$ cat src/rtl/awm_pkg.sv
package awm_pkg;
    typedef enum logic [2:0] {
        ACT_NOP     = 3'd0,
        ACT_MARK    = 3'd1,
        ACT_LOG_ON  = 3'd2,
        ACT_LOG_OFF = 3'd3,
        ACT_ARM     = 3'd4,
        ACT_FEED    = 3'd5,
        ACT_DISARM  = 3'd6,
        ACT_RSVD    = 3'd7
    } act_e;

    typedef enum logic {
        WD_IDLE  = 1'b0,
        WD_ARMED = 1'b1
    } wd_state_e;
endpackage

$ cat src/rtl/awm_tag_table.sv
module awm_tag_table
    import awm_pkg::*;
#(
    parameter int ADDR_W = 13,
    parameter int N_TAGS = 8,
    localparam int IDX_W = (N_TAGS > 1) ? $clog2(N_TAGS) : 1
) (
    input  logic              clk,
    input  logic              rst_n,
    input  logic              wr_en,
    input  logic [IDX_W-1:0]  wr_idx,
    input  logic [ADDR_W-1:0] wr_addr,
    input  logic [2:0]        wr_act,
    input  logic              wr_valid,
    input  logic [ADDR_W-1:0] bus_addr,
    input  logic              bus_strobe,
    output act_e              hit_act
);
    logic [N_TAGS-1:0] valid_q;
    logic [ADDR_W-1:0] addr_q [N_TAGS];
    act_e              act_q  [N_TAGS];
    logic [N_TAGS-1:0] hit;

    always_ff @(posedge clk) begin
        if (!rst_n) begin
            valid_q <= '0;
            for (int i = 0; i < N_TAGS; i++) begin
                addr_q[i] <= '0;
                act_q[i]  <= ACT_NOP;
            end
        end else if (wr_en) begin
            valid_q[wr_idx] <= wr_valid;
            addr_q[wr_idx]  <= wr_addr;
            act_q[wr_idx]   <= act_e'(wr_act);
        end
    end

    for (genvar g = 0; g < N_TAGS; g++) begin : g_cmp
        assign hit[g] = valid_q[g] && (addr_q[g] == bus_addr);
    end

    // Scan from the top so the lowest matching index is written last.
    always_comb begin
        hit_act = ACT_NOP;
        if (bus_strobe) begin
            for (int i = N_TAGS - 1; i >= 0; i--) begin
                if (hit[i]) hit_act = act_q[i];
            end
        end
    end
endmodule

$ cat src/rtl/awm_trace_ctrl.sv
module awm_trace_ctrl
    import awm_pkg::*;
(
    input  logic clk,
    input  logic rst_n,
    input  act_e act,
    output logic marker_pulse,
    output logic log_en
);
    always_ff @(posedge clk) begin
        if (!rst_n) begin
            marker_pulse <= 1'b0;
            log_en       <= 1'b0;
        end else begin
            marker_pulse <= (act == ACT_MARK);
            if (act == ACT_LOG_ON)       log_en <= 1'b1;
            else if (act == ACT_LOG_OFF) log_en <= 1'b0;
        end
    end
endmodule

$ cat src/rtl/awm_wd_fsm.sv
module awm_wd_fsm
    import awm_pkg::*;
#(
    parameter int CNT_W = 16
) (
    input  logic             clk,
    input  logic             rst_n,
    input  act_e             act,
    input  logic             line_tick,
    input  logic [CNT_W-1:0] timeout_lines,
    input  logic             trap_clr,
    output logic             trap
);
    wd_state_e        state_q, state_d;
    logic [CNT_W-1:0] cnt_q, cnt_d;
    logic             trap_q, trap_d;
    logic             expire;

    always_ff @(posedge clk) begin
        if (!rst_n) begin
            state_q <= WD_IDLE;
            cnt_q   <= '0;
            trap_q  <= 1'b0;
        end else begin
            state_q <= state_d;
            cnt_q   <= cnt_d;
            trap_q  <= trap_d;
        end
    end

    always_comb begin
        state_d = state_q;
        cnt_d   = cnt_q;
        expire  = 1'b0;
        unique case (state_q)
            WD_IDLE: begin
                if (act == ACT_ARM) begin
                    state_d = WD_ARMED;
                    cnt_d   = timeout_lines;
                end
            end
            WD_ARMED: begin
                if (act == ACT_ARM || act == ACT_FEED) begin
                    cnt_d = timeout_lines;
                end else if (act == ACT_DISARM) begin
                    state_d = WD_IDLE;
                end else if (line_tick) begin
                    if (cnt_q == '0) begin
                        state_d = WD_IDLE;
                        expire  = 1'b1;
                    end else begin
                        cnt_d = cnt_q - 1'b1;
                    end
                end
            end
            default: state_d = WD_IDLE;
        endcase
        trap_d = expire ? 1'b1 : (trap_clr ? 1'b0 : trap_q);
    end

    assign trap = trap_q;
endmodule

$ cat src/rtl/addr_watch_monitor.sv
module addr_watch_monitor
    import awm_pkg::*;
#(
    parameter int ADDR_W = 13,
    parameter int N_TAGS = 8,
    parameter int CNT_W  = 16,
    localparam int IDX_W = (N_TAGS > 1) ? $clog2(N_TAGS) : 1
) (
    input  logic              clk,
    input  logic              rst_n,
    input  logic [ADDR_W-1:0] bus_addr,
    input  logic              bus_strobe,
    input  logic              line_tick,
    input  logic              tag_we,
    input  logic [IDX_W-1:0]  tag_idx,
    input  logic [ADDR_W-1:0] tag_addr,
    input  logic [2:0]        tag_act,
    input  logic              tag_valid,
    input  logic [CNT_W-1:0]  timeout_lines,
    input  logic              trap_clr,
    output logic              marker_pulse,
    output logic              log_en,
    output logic              trap
);
    act_e hit_act;

    awm_tag_table #(.ADDR_W(ADDR_W), .N_TAGS(N_TAGS)) u_tags (
        .clk(clk), .rst_n(rst_n),
        .wr_en(tag_we), .wr_idx(tag_idx), .wr_addr(tag_addr),
        .wr_act(tag_act), .wr_valid(tag_valid),
        .bus_addr(bus_addr), .bus_strobe(bus_strobe),
        .hit_act(hit_act)
    );

    awm_trace_ctrl u_trace (
        .clk(clk), .rst_n(rst_n), .act(hit_act),
        .marker_pulse(marker_pulse), .log_en(log_en)
    );

    awm_wd_fsm #(.CNT_W(CNT_W)) u_wd (
        .clk(clk), .rst_n(rst_n), .act(hit_act),
        .line_tick(line_tick), .timeout_lines(timeout_lines),
        .trap_clr(trap_clr), .trap(trap)
    );
endmodule

$ cat config.mk
export PLATFORM = sky130hd
export DESIGN_NAME = addr_watch_monitor
export DESIGN_NICKNAME = d
export VERILOG_FILES = /design/src/rtl/awm_pkg.sv /design/src/rtl/awm_tag_table.sv /design/src/rtl/awm_trace_ctrl.sv /design/src/rtl/awm_wd_fsm.sv /design/src/rtl/addr_watch_monitor.sv
export SDC_FILE = /design/constraint.sdc
export NUM_CORES = 1
export LEC_CHECK = 0
export ABC_AREA = 1
export CORE_UTILIZATION = 35
export DETAILED_ROUTE_END_ITERATION = 8
export GPL_TIMING_DRIVEN = 0
export PLACE_DENSITY = 0.52
export SYNTH_ARGS = -nofsm -noshare
export SYNTH_HDL_FRONTEND = slang
export SYNTH_SLANG_ARGS = --single-unit
$ cat constraint.sdc
create_clock -name clk -period 5.9 [get_ports clk]
set_input_delay 1.475 -clock clk [delete_from_list [all_inputs] [get_ports clk]]
set_output_delay 1.475 -clock clk [all_outputs]
set_load 0.02 [all_outputs]
==> summary.txt <==
Status
  – Status: finished, final reports clean

Global route
  – Total Routing Usage GR: 0.206
  – Vias in the first global route: ~6,100
  – First-pass GRT wire length: around 36,000 um
  – Overflow after GRT: 0
  – Largest net degree at the start of global routing: 18
  – Antenna violations before repair: 0

Logic synthesis
  – Synth Instances: 987
  – Synth top area share: 0.471
  – Syn nets: 1,043
  – Synth cell types: 44
  – Largest cells by area after synthesis: edfxtp_1 47%, nand2_1 11%, nor2_1 9.4%
  – Yosys warnings: 0
  – Synthesized cell area: approximately 8200 um2
  – Avg Cell Area, Syn: between 8 and 9 um2
  – Seq cells post-synth: around 160
  – Sequential fraction of the synthesis area: 0.540
  – Post-synth top area cell: edfxtp_1

Worst hold path
  – Hold Startpoint: u_tags.valid_q[4]
  – Hold path cells: 2
  – Hold Path Class: flop to flop
  – Worst Hold End: u_tags.valid_q[4]

Die
  – Starting Density: 0.358
  – Row cnt: 55
  – I/O pin cnt: 58
  – Die W: ~150 um
  – Die span in y: approximately 150 um
  – Core Box Area: around 23,000 um2
  – Die ar.: 23,900 um2

Detailed routing
  – TritonRoute pass-1 iters: 6
  – Detailed router's first-iteration violation count: a little under 500
  – Via count: ~6,600
  – DRT Wirelength: between 20,000 and 25,000 um
  – DR DRC count: 0
  – Vias/cell: roughly 4.7
  – Wire per inst: 17.1 um
  – Antenna viol nets, final: 0

Placed design
  – DP HPWL: around 16,000 um
  – I/O Buffers: a little over 50
  – Setup WS pre-CTS: between 800 and 900 ps
  – GP Congestion: approximately 0.84

Final layout
  – Final core utilization: 0.423
  – Multi-input logic area: roughly 3100 um2
  – Share of cells above drive strength 1: 0.0822
  – ANT cells: 0
  – Number of fill cells: 2,322
  – Area grow syn2layout: 18.2%
  – Nets: ~1,100
  – Reg area: roughly 4400 um2

Pwr
  – VDD IR-drop max: between 0.15 and 0.2 mV
  – Leak Pwr: 4.06 nW
  – PwrDens: between 200 and 300 nW/um2

Critical path
  – R2r setup slk: slightly below 3000 ps
  – Setup CP Type: input port to flop
  – RR Startpoint: u_tags.addr_q[7][10]
  – CP arrival: 4910 ps
  – Reg2Reg Capture Point: u_wd.cnt_q[10]
  – Worst Path Required: 6230 ps
  – Reg2reg path depth: 19
  – Startpoint types: input port
  – Critical-path maximum fanout: 10
  – Critical Path Sink Type: flop

STA
  – Setup TNS Final: 0 ps
  – Clock period minus final worst setup slack: about 4600 ps
  – RSZ-0062 raised after global routing: false
  – Final Cycle Share: 0.776
  – Final hold violations: 0
  – Final slew viol count: 0
  – Fmax: about 0.22 GHz
  – Slew headroom: 0.456
  – # setup viols final: 0
  – Worst-Margin Slew: 815 ps
  – Final worst slack: ~1300 ps
  – Skew final: between 8 and 9 ps

Clocking
  – Clk sinks: approximately 160
  – Clock root cell: clkbuf_16
  – Post-CTS setup buffer count: 0
  – Worst-skew pair later-pin latency: roughly 430 ps
  – Clk buf depth: 2
  – CTS tree: done
  – H-tree depth: 4
  – Clock slew at reported path FFs: 60 ps
  – Post-CTS sizing: 0
  – CTS Hold Buffers Added: 0
  – CTS Buf Count: 17

Job
  – Max_cap viols: 0
[sequential cells by signal (all words and copies together), names as in the netlist]
name                  cells
u_wd.cnt_q               16
u_wd.state_q              1
u_trace.log_en            1
u_tags.addr_q           104
u_tags.act_q             24
u_wd.trap                 1
u_tags.valid_q            8
u_trace.marker_pulse      1
[synth_stat cells]
cell type    n
dfxtp_1     28
buf_1        1
nand3b_1     2
o21ai_4      1
buf_2        8
o2111ai_1    3
xnor2_1     10
o21ai_0     45
buf_4        5
nor4_2       1
nor2_2       7
edfxtp_1   128
a211oi_1     4
a21oi_2      1
a21oi_4      1
nand3_1     58
o21ai_1      8
nand2_1    233
inv_2       14
a211oi_2     1
nor3_1       6
a221oi_1     1
nand3b_4     1
nand4_2      1
a21oi_1      6
nor4_1       3
nand4_1     11
or2_2        6
o22ai_1      9
nand2_4      1
xor2_1      20
ha_1         1
or2_0        1
clkbuf_1    15
o31ai_1      1
inv_1      118
or2_1        1
o211ai_1     2
clkinv_1     1
nand2_2     14
buf_6        2
o221ai_1     2
and3_1       1
nor2_1     204
[cells by family (layout without fill, tap and decap cells)]
logic type               after synthesis  in the layout  synth area share
AND/OR/NAND/NOR                      551            551             0.283
buffers and inverters                164            247            0.0808
AO/OA/AOI/OAI                         85             85            0.0626
flip-flops                           156            156             0.540
XOR/XNOR                              30             30            0.0322
adder cells (fa/ha/maj)                1              1           0.00153
[layer usage]
layer  routed length [um]  global-route usage
met1                10600               0.269
met2                11500               0.353
met3                 1220              0.0317
met4                  368              0.0627
met5                    0                   0
[stage by stage]
step / hold slack [ps] / std cells / total power, mW / instance area [um2]
after floorplan: 447 / 987 / 1.42 / 8160
after global placement: 465 / 1351 / 1.53 / 9060
after detailed placement: 473 / 1351 / 1.53 / 9060
after CTS: 489 / 1383 / 2.63 / 9640
after global routing: 519 / 1383 / 2.70 / 9640
final: 487 / 1383 / 2.62 / 9640
[worst max-delay path by stage]
stage | from | end | slack (ps)
3_5_place_dp | bus_addr[6] | u_wd.cnt_q[10] | 840
3_3_place_gp | bus_addr[6] | u_wd.cnt_q[12] | 800
5_1_grt | bus_addr[0] | u_wd.cnt_q[12] | 1100
4_1_cts | bus_addr[6] | u_wd.cnt_q[10] | 1290
6_report | bus_addr[0] | u_wd.cnt_q[10] | 1320
2_1_floorplan | bus_addr[12] | u_wd.cnt_q[13] | 2300
[layout make-up]
class                           instances  area share
Tap cell                              313      0.0406
Clock buffer                           24      0.0479
Timing Repair Buffer                   51      0.0530
Buffer                                 31      0.0166
Clock inverter                          8      0.0123
Multi-Input combinational cell        667       0.321
Sequential cell                       156       0.457
Inverter                              133      0.0518
[critical path: stages]
cell and delay [ps]:
clkdlybuf4s50_1 740, inv_2 220, nand2_1 100, o21ai_0 80, nor2_1 90, nand3_1 80, nor2_1 350, nand3_1 120
nand2_1 90, nand2_1 60, nand2_1 60, nand2_1 50, nand2_1 70, nand2_2 70, a21oi_4 220, a21oi_1 150
a21oi_2 320, buf_2 300, nand3_1 100, nand2_1 90, nor2_2 40
[power breakdown]
part / switching (mW) / internal [mW] / total [mW] / leakage (nW)
registers: 0.0254 / 1.25 / 1.28 / 1.45
logic: 0.152 / 0.0798 / 0.232 / 2.33
clock network: 0.436 / 0.674 / 1.11 / 0.277
[cells in the final DEF, fill, tap and decap left out, types with 10 or more instances in the layout]
cell,instances
clkbuf_1,21
inv_2,14
xnor2_1,10
nand3_1,58
o21ai_0,45
nand2_1,233
clkdlybuf4s50_1,51
dfxtp_1,28
edfxtp_1,128
nor2_1,204
clkbuf_16,17
inv_1,118
nand2_2,14
nand4_1,11
xor2_1,20
Power figures use the tool's default switching activity.
